**config.mk**
```make
export PLATFORM = sky130hd
export DESIGN_NAME = mii_rx_guard
export DESIGN_NICKNAME = d
export VERILOG_FILES = /design/src/rtl/mrg_pkg.sv /design/src/rtl/mrg_sfd_detect.sv /design/src/rtl/mrg_len_watch.sv /design/src/rtl/mrg_own_gate.sv /design/src/rtl/mii_rx_guard.sv
export SDC_FILE = /design/constraint.sdc
export NUM_CORES = 1
export LEC_CHECK = 0
export BUFFER_PORTS_ARGS = -buffer_cell sky130_fd_sc_hd__buf_2
export CORE_MARGIN = 2
export CORE_UTILIZATION = 40
export DETAILED_ROUTE_END_ITERATION = 10
export GPL_TIMING_DRIVEN = 0
export PLACE_DENSITY_LB_ADDON = 0.25
export SETUP_SLACK_MARGIN = 0.3
export SLEW_MARGIN = 10
export SYNTH_ARGS = -nofsm -noshare
export SYNTH_HDL_FRONTEND = slang
export SYNTH_SLANG_ARGS = --single-unit
```
**constraint.sdc**
```tcl
create_clock -name clk -period 3.8 [get_ports clk]
set_input_delay 0.76 -clock clk [delete_from_list [all_inputs] [get_ports clk]]
set_output_delay 0.76 -clock clk [all_outputs]
set_load 0.005 [all_outputs]
```
**src/rtl/mrg_pkg.sv**
```systemverilog
package mrg_pkg;
  typedef enum logic [1:0] {ST_HUNT, ST_DATA, ST_DROP} rx_state_t;

  // Active frame-length limit in bytes.
  function automatic int unsigned frame_limit(input logic relaxed,
                                              input int unsigned std_lim,
                                              input int unsigned big_lim);
    return relaxed ? big_lim : std_lim;
  endfunction
endpackage

```
**src/rtl/mrg_sfd_detect.sv**
```systemverilog
module mrg_sfd_detect #(
  parameter int NIB_W = 4,
  parameter logic [2*NIB_W-1:0] SFD = 8'hD5
) (
  input  logic             clk,
  input  logic             rst_n,
  input  logic [NIB_W-1:0] rxd,
  input  logic             dv,
  output logic             sfd_seen
);
  logic [NIB_W-1:0] prev_nib;
  logic             prev_ok;

  always_ff @(posedge clk) begin
    if (!rst_n) begin
      prev_nib <= '0;
      prev_ok  <= 1'b0;
    end else begin
      prev_nib <= rxd;
      prev_ok  <= dv;
    end
  end

  // The low nibble of the delimiter arrives first on the wire.
  assign sfd_seen = dv && prev_ok && (prev_nib == SFD[NIB_W-1:0])
                    && (rxd == SFD[2*NIB_W-1:NIB_W]);
endmodule

```
**src/rtl/mrg_len_watch.sv**
```systemverilog
module mrg_len_watch
  import mrg_pkg::*;
#(
  parameter int unsigned STD_LIMIT   = 2048,
  parameter int unsigned JUMBO_LIMIT = 16384
) (
  input  logic clk,
  input  logic rst_n,
  input  logic clear,
  input  logic byte_done,
  input  logic wd_off,
  output logic over_hit
);
  localparam int CNT_W = $clog2(JUMBO_LIMIT + 1);
  localparam int LW    = CNT_W + 1;

  logic [CNT_W-1:0] byte_cnt;
  logic [LW-1:0]    cnt_next;
  logic [LW-1:0]    lim;

  assign lim      = LW'(frame_limit(wd_off, STD_LIMIT, JUMBO_LIMIT));
  assign cnt_next = {1'b0, byte_cnt} + 1'b1;
  assign over_hit = byte_done && (cnt_next > lim);

  always_ff @(posedge clk) begin
    if (!rst_n)                     byte_cnt <= '0;
    else if (clear)                 byte_cnt <= '0;
    else if (byte_done && !over_hit) byte_cnt <= cnt_next[CNT_W-1:0];
  end

  // the count never passes the largest limit
  p_cnt_cap_r7: assert property (@(posedge clk) disable iff (!rst_n)
    {1'b0, byte_cnt} <= LW'(JUMBO_LIMIT));
endmodule

```
**src/rtl/mrg_own_gate.sv**
```systemverilog
module mrg_own_gate (
  input  logic frame_start,
  input  logic tx_en,
  input  logic no_rx_own,
  input  logic full_dup,
  output logic drop_frame
);
  // Decision taken only on the delimiter cycle; full duplex never rejects.
  assign drop_frame = frame_start && !full_dup && no_rx_own && tx_en;
endmodule

```
**src/rtl/mii_rx_guard.sv**
```systemverilog
module mii_rx_guard
  import mrg_pkg::*;
#(
  parameter int unsigned STD_LIMIT   = 2048,
  parameter int unsigned JUMBO_LIMIT = 16384,
  parameter int          NIB_W       = 4
) (
  input  logic             clk,
  input  logic             rst_n,
  input  logic [NIB_W-1:0] mii_rxd,
  input  logic             mii_rx_dv,
  input  logic             tx_en_local,
  input  logic             cfg_wd_off,
  input  logic             cfg_no_rx_own,
  input  logic             cfg_full_dup,
  output logic [2*NIB_W-1:0] rx_byte,
  output logic             rx_valid,
  output logic             rx_last,
  output logic             rx_err,
  output logic             wd_timeout
);
  localparam int BYTE_W = 2 * NIB_W;

  rx_state_t         state;
  logic              phase;
  logic [NIB_W-1:0]  lo_nib;
  logic [BYTE_W-1:0] pend;
  logic              have_pend;

  logic sfd_seen, frame_start, byte_done, over_hit, own_drop;

  assign frame_start = (state == ST_HUNT) && sfd_seen;
  assign byte_done   = (state == ST_DATA) && mii_rx_dv && phase;

  mrg_sfd_detect #(.NIB_W(NIB_W), .SFD(BYTE_W'(8'hD5))) u_sfd (
    .clk(clk), .rst_n(rst_n), .rxd(mii_rxd), .dv(mii_rx_dv), .sfd_seen(sfd_seen));

  mrg_len_watch #(.STD_LIMIT(STD_LIMIT), .JUMBO_LIMIT(JUMBO_LIMIT)) u_len (
    .clk(clk), .rst_n(rst_n), .clear(frame_start), .byte_done(byte_done),
    .wd_off(cfg_wd_off), .over_hit(over_hit));

  mrg_own_gate u_own (
    .frame_start(frame_start), .tx_en(tx_en_local), .no_rx_own(cfg_no_rx_own),
    .full_dup(cfg_full_dup), .drop_frame(own_drop));

  always_ff @(posedge clk) begin
    if (!rst_n) begin
      state      <= ST_HUNT;
      phase      <= 1'b0;
      lo_nib     <= '0;
      pend       <= '0;
      have_pend  <= 1'b0;
      rx_byte    <= '0;
      rx_valid   <= 1'b0;
      rx_last    <= 1'b0;
      rx_err     <= 1'b0;
      wd_timeout <= 1'b0;
    end else begin
      rx_valid <= 1'b0;
      rx_last  <= 1'b0;
      rx_err   <= 1'b0;
      unique case (state)
        ST_HUNT: begin
          if (frame_start) begin
            state     <= own_drop ? ST_DROP : ST_DATA;
            phase     <= 1'b0;
            have_pend <= 1'b0;
          end
        end
        ST_DATA: begin
          if (!mii_rx_dv) begin
            if (have_pend) begin
              rx_byte  <= pend;
              rx_valid <= 1'b1;
              rx_last  <= 1'b1;
            end
            have_pend <= 1'b0;
            state     <= ST_HUNT;
          end else if (!phase) begin
            lo_nib <= mii_rxd;
            phase  <= 1'b1;
          end else begin
            phase <= 1'b0;
            if (over_hit) begin
              rx_byte    <= pend;
              rx_valid   <= 1'b1;
              rx_last    <= 1'b1;
              rx_err     <= 1'b1;
              wd_timeout <= 1'b1;
              have_pend  <= 1'b0;
              state      <= ST_DROP;
            end else begin
              if (have_pend) begin
                rx_byte  <= pend;
                rx_valid <= 1'b1;
              end
              pend      <= {mii_rxd, lo_nib};
              have_pend <= 1'b1;
            end
          end
        end
        ST_DROP: if (!mii_rx_dv) state <= ST_HUNT;
        default: state <= ST_HUNT;
      endcase
    end
  end

  // last only accompanies a valid byte
  p_last_valid_r3: assert property (@(posedge clk) disable iff (!rst_n)
    rx_last |-> rx_valid);
  // error marks the final delivered byte
  p_err_last_r5: assert property (@(posedge clk) disable iff (!rst_n)
    rx_err |-> (rx_valid && rx_last));
  // overrun produces error and timeout on the next cycle
  p_trunc_flags_r5: assert property (@(posedge clk) disable iff (!rst_n)
    over_hit |=> (rx_err && wd_timeout));
  // timeout flag is sticky
  p_timeout_sticky_r6: assert property (@(posedge clk) disable iff (!rst_n)
    wd_timeout |=> wd_timeout);
  // nothing leaves while a frame is being discarded
  p_drop_quiet_r8: assert property (@(posedge clk) disable iff (!rst_n)
    (state == ST_DROP && $past(state) == ST_DROP) |-> !rx_valid);
  // full duplex always accepts the frame
  p_fulldup_accept_r10: assert property (@(posedge clk) disable iff (!rst_n)
    (frame_start && cfg_full_dup) |=> (state == ST_DATA));
endmodule

```
* Word level (Yosys, flattened, before mapping)
Index checks and enable logic that the tools add are counted.
** Word-level totals
- Memories :: 0
- Bits in latches :: 0
- Register bits :: 48
- Logic and storage cells :: 80
- Memory bits (writable) :: 0
- Bits of input ports :: 11
- Memory bits (read-only) :: 0
** Cells by class
- Div/mod/pow operators :: 0
- Order comparisons :: 1
- Multipliers :: 0
- Add/sub/neg operators :: 1
- Equality and inequality tests :: 10
- Bitwise logic cells :: 3
- Muxes and demuxes :: 27
- Shift-type cells :: 0
- Reductions and logical operators :: 25
** Operator list (count)
- 8-bit two-way mux :: 4
- 15-bit by 1-bit adder with 16-bit output (second input constant) :: 1
- 16-bit greater-than comparator :: 1
- 15-bit two-way mux :: 1
- 1-bit two-way mux :: 13
- 2-bit two-way mux :: 6
- 3-bit AND reduction :: 4
- 4-bit AND reduction :: 3
- 1-bit logical AND :: 11
- 2-bit case mux with 3 select lines :: 1
- 4-bit by 3-bit equality test with 1-bit output (second input constant) :: 1
- 4-bit equality test (second input constant) :: 1
- 2-bit by 1-bit inequality test with 1-bit output (second input constant) :: 2
- 2-bit inequality test (second input constant) :: 2
- 1-bit case mux with 2 select lines :: 2
- 2-bit AND reduction :: 2
- 3-bit by 2-bit inequality test with 1-bit output (second input constant) :: 1
- 3-bit inequality test (second input constant) :: 1
- 1-bit NOT :: 3
- 2-bit by 1-bit equality test with 1-bit output (second input constant) :: 1
- 2-bit equality test (second input constant) :: 1
- 1-bit logical NOT :: 2
- 2-bit logical NOT :: 1
- 2-bit nonzero test :: 1
- 2-bit OR reduction :: 1

* Longest topological paths before layout
- Depth in word-level cells :: 10
- Depth in mapped cells :: 15
- Depth with buffers taken out :: 12

* Modules after synthesis
From an unflattened synthesis, not the netlist that was laid out.
** Second synthesis, totals
- Cells, all modules :: 274
- Area, all modules :: 2457.4 um2
** Modules (own cells, without submodules)
- mrg_len_watch :: times used 1, area an instance 1143.6 um2, cells each 140, sequential area each 300.3 um2
- mii_rx_guard :: times used 1, area an instance 1137.3 um2, cells each 119, sequential area each 560.5 um2
- mrg_sfd_detect :: times used 1, area an instance 166.4 um2, cells each 14, sequential area each 100.1 um2
- mrg_own_gate :: times used 1, area an instance 10.0 um2, cells each 1, sequential area each 0.0 um2

* Worst setup path before layout
OpenSTA, ideal clock, no wires.
- Path kind :: register to register
- Start :: register u_len.byte_cnt[0]
- End :: register u_len.byte_cnt[2]
- Library setup time :: 59 ps
- Path slack :: 427 ps
- Arrival :: 3314 ps
- Stages on the path, launching flop included :: 15
- Buffers on the path :: 2
- Period minus slack after synthesis :: 3373 ps
- Cell sequence :: dfxtp_1 ha_1 buf_2 nand4_1 or2_2 nand2b_1 xnor2_1 ha_1 inv_1 a32o_1 a211oi_2 nand2_1 buf_2 or4_1 nand2_1
** Between the ends
- Word-level cells in the longest chain between the ends :: 5
** Ends and longest elaborated chain
- start: declaration :: line mrg_len_watch.sv:17 : logic [CNT_W-1:0] byte_cnt;
- start signal: assignment :: line mrg_len_watch.sv:28 : else if (byte_done && !over_hit) byte_cnt <= cnt_next[CNT_W-1:0];
- 15-bit by 1-bit adder with 16-bit output :: line mrg_len_watch.sv:22 : assign cnt_next = {1'b0, byte_cnt} + 1'b1;
- named net u_len.cnt_next[14] :: line mrg_len_watch.sv:18 : logic [LW-1:0] cnt_next;
- 16-bit greater-than comparator :: line mrg_len_watch.sv:23 : assign over_hit = byte_done && (cnt_next > lim);
- 1-bit logical AND :: line mrg_len_watch.sv:23
- 1-bit logical NOT :: line mrg_len_watch.sv:28
- 1-bit logical AND :: line mrg_len_watch.sv:28
The timed path passes the listed nets, and every way through them passes these cells.
A chain may end at the register's enable or synchronous reset.

* Worst setup path after layout
- Start :: register u_len.byte_cnt[4]
- End :: register u_len.byte_cnt[14]
** Between the ends
- Word-level cells in the longest chain between the ends :: 5
** Ends and longest elaborated chain (line)
- 15-bit by 1-bit adder with 16-bit output * :: mrg_len_watch.sv:22
- 16-bit greater-than comparator :: mrg_len_watch.sv:23
- 1-bit logical AND :: mrg_len_watch.sv:23
- 1-bit logical NOT :: mrg_len_watch.sv:28
- 1-bit logical AND :: mrg_len_watch.sv:28
Every way passes the cells marked *; elsewhere a longest branch is shown, timed or not.

==> impl_metrics.json <==
{
  "maxSlewViolCount": 0,
  "syn_avg_cell_area_um2": 8.74,
  "rows": 27,
  "wirelength_um": 4860,
  "netlist.area_leader.share": 0.431,
  "setup_violations": 0,
  "p_int_mw": 0.684,
  "fp.dieArea_um2": 6180,
  "postSynthCellCount": 255,
  "area_delta_synth_final_pct": 14.9,
  "drtIter0Drc": 51,
  "grt_antenna_before_repair": 0,
  "synth-edff-count": 0,
  "ios": 23,
  "async_flop_share": 0,
  "cts_inserted_buffers": 5,
  "start_util": 0.410,
  "drtAntennaViolNets": 0,
  "dp_hpwl_um": 3510,
  "ys.flop_type": "dfxtp_1",
  "hold_viol": 0,
  "clkPwrFrac": 0.321,
  "seq_power_share": 0.583,
  "path_max_fanout": 10,
  "wl_per_cell_um": 13.5,
  "drc": 0,
  "p_comb_frac": 0.096,
  "dieWidth_um": 78.6,
  "die_h_um": 78.6,
  "rsz0062_at_grt": "no",
  "via_count": 1916,
  "synthesis.area_um2": 2230,
  "tightest_slew_ns": 0.544,
  "synth_common_cells": "dfxtp_1 (48), nand2_1 (28), o21ai_0 (21)",
  "slowest_stage": "or4_4",
  "post-route-period-util": 0.878,
  "p_sw_frac": 0.255,
  "yosys.cell_count.top_type": "dfxtp_1",
  "htreeDepth": 2,
  "place_ws_ns": -0.297,
  "root_buffer": "clkbuf_8",
  "worst-path-buf-inv": 2,
  "fmax_mhz": 300,
  "cts_tree": "yes",
  "nets": 303,
  "path_cells": "nand3_4 > or4_4 > nor2_1 > xnor2_1 > ha_1 > nand2_1 > nor4b_1 > a41o_1 > buf_6 > nand2_2 > buf_2 > or4_1 > nand2_1",
  "clk_path_buf_depth": 2,
  "drive_gt1_frac": 0.177,
  "critPathMaxStageDelay_ns": 0.55,
  "cts.clk_slew.worst_paths_ns": 0.09,
  "fill_cells": 541,
  "status": "finished clean",
  "crit_type": "reg -> reg",
  "worst_ep_required_time_ns": 4.05,
  "register_area_um2": 963,
  "p_switching_mw": 0.234,
  "worstPathArrival_ns": 3.58,
  "drt_pre_antenna_iters": 4,
  "fin_setup_tns_ns": 0,
  "synth.distinct_cells": 47,
  "relSlewSlack": 0.637,
  "multiInputGateArea_um2": 1170,
  "maxCapViolations": 0,
  "finClkSkew_ns": 0.00704,
  "powerDensity_nw_per_um2": 358,
  "port_buffers": 22,
  "finalCriticalPeriod_ns": 3.33,
  "max-vdd-ir-drop_uv": 198,
  "track_usage": 0.168,
  "cp-start-kind": "register",
  "path_common_cell": "nand2_1",
  "synth_seq_cells": 48,
  "antenna_cells": 0,
  "clock_insertion_delay_worst_skew_ns": 0.30,
  "finalWorstSetupSlack_ns": 0.465,
  "yosysWarnings": 0,
  "grt_max_degree": 15,
  "synth-seq-area-share": 0.431,
  "p_leak_nw": 0.990,
  "grt_pass1_wl_um": 8310,
  "postCtsHoldBufs": 0,
  "gp_congestion": 0.833,
  "cp-end-kind": "register",
  "ys_top_cells_by_area": "dfxtp_1 (43%), nand2_1 (4.7%), o21ai_0 (4.7%), nand3_1 (4.3%), a32o_1 (4.0%)",
  "grt.overflow.total": 0,
  "synth_nets": 270,
  "viasPerCell": 5.32,
  "yosysTopAreaCell": "dfxtp_1",
  "crit_family": "simple AND/OR/NAND/NOR gates",
  "core_um2": 5440,
  "clkSinkCount": 48,
  "power.total_mw": 0.918,
  "grt_pass1_vias": 1773,
  "hp-class": "reg -> reg"
}
## final cells by class
type / count / share of cell area
Buffer: 14 / 0.0313
Timing Repair Buffer: 26 / 0.0547
Sequential cell: 48 / 0.376
Inverter: 10 / 0.0147
Tap cell: 72 / 0.0352
Multi-Input combinational cell: 183 / 0.456
Clock buffer: 5 / 0.0269
Clock inverter: 2 / 0.00489
## layout by cell type (no fill, tap or decap), types with 6 or more instances in the layout
master    n
xor2_1    7
dfxtp_1  46
nor2_1   13
buf_2    25
nand3_1  18
nand2_1  27
a32o_1    9
a21oi_1  10
o21ai_0  21
and3_1    6
inv_1    10
## power groups by stage
stage,Sequential [mW],Combinational (mW),Clock (mW)
2_1_floorplan,0.543,0.0653,0
3_3_place_gp,0.547,0.0860,0
3_5_place_dp,0.547,0.0873,0
4_1_cts,0.536,0.0880,0.303
5_1_grt,0.539,0.100,0.319
6_report,0.535,0.0882,0.294
## state kept, by name, indices dropped and copies added (netlist names), 2 cells and up
signal	cells
u_len.byte_cnt	15
rx_byte	8
lo_nib	4
state	2
u_sfd.prev_nib	4
pend	8
## layer usage
layer,part of all wire,up-vias,global-route usage
met5,0,-,0
met4,0.0097,0,0.0491
met3,0.028,5,0.0310
met2,0.46,26,0.274
met1,0.50,905,0.224
li1,-,980,-
## through the flow
stage	hold slack, ns	std cells	util	area [um2]
after floorplan	0.432	255	-	2230
after global placement	0.446	349	0.447	2430
after global routing	0.488	360	0.471	2560
final	0.467	360	0.471	2560
after CTS	0.464	358	0.466	2530
after detailed placement	0.451	349	0.447	2430
## path summary, 6_finish.rpt
kind,from,to,slack (ns),cells past startpoint
min reg2reg,lo_nib[2],pend[2],0.47,2
max reg2reg,u_len.byte_cnt[4],u_len.byte_cnt[14],0.47,13
min,lo_nib[2],pend[2],0.47,2
max,u_len.byte_cnt[4],u_len.byte_cnt[14],0.47,13
## kinds of logic (layout without fill, tap and decap cells)
family          count (synthesis)  count (layout)  synth area share
flops                          48              48             0.431
mux                             3               3            0.0157
xor+xnor                       12              12            0.0472
simple gates                  102             102             0.244
compound gates                 62              62             0.189
fa+ha+maj                       4               4            0.0225
buf+inv                        24              57            0.0511
## worst reg2reg max path: stages, from the launching register on
cell and delay [ns]:
dfxtp_1 0.51, nand3_4 0.16, or4_4 0.55, nor2_1 0.19, xnor2_1 0.10, ha_1 0.29, nand2_1 0.05, nor4b_1 0.29
a41o_1 0.22, buf_6 0.13, nand2_2 0.10, buf_2 0.21, or4_1 0.41, nand2_1 0.08
## what timing repair did
item / in CTS / in global routing
setup buffers: 2 / 2
resized for setup: 2 / 6
endpoints found under the setup margin: 24 / 25
pin swaps: 2 / 2
gates cloned: 0 / 0
Note: power is estimated with default switching activity, not from simulation.
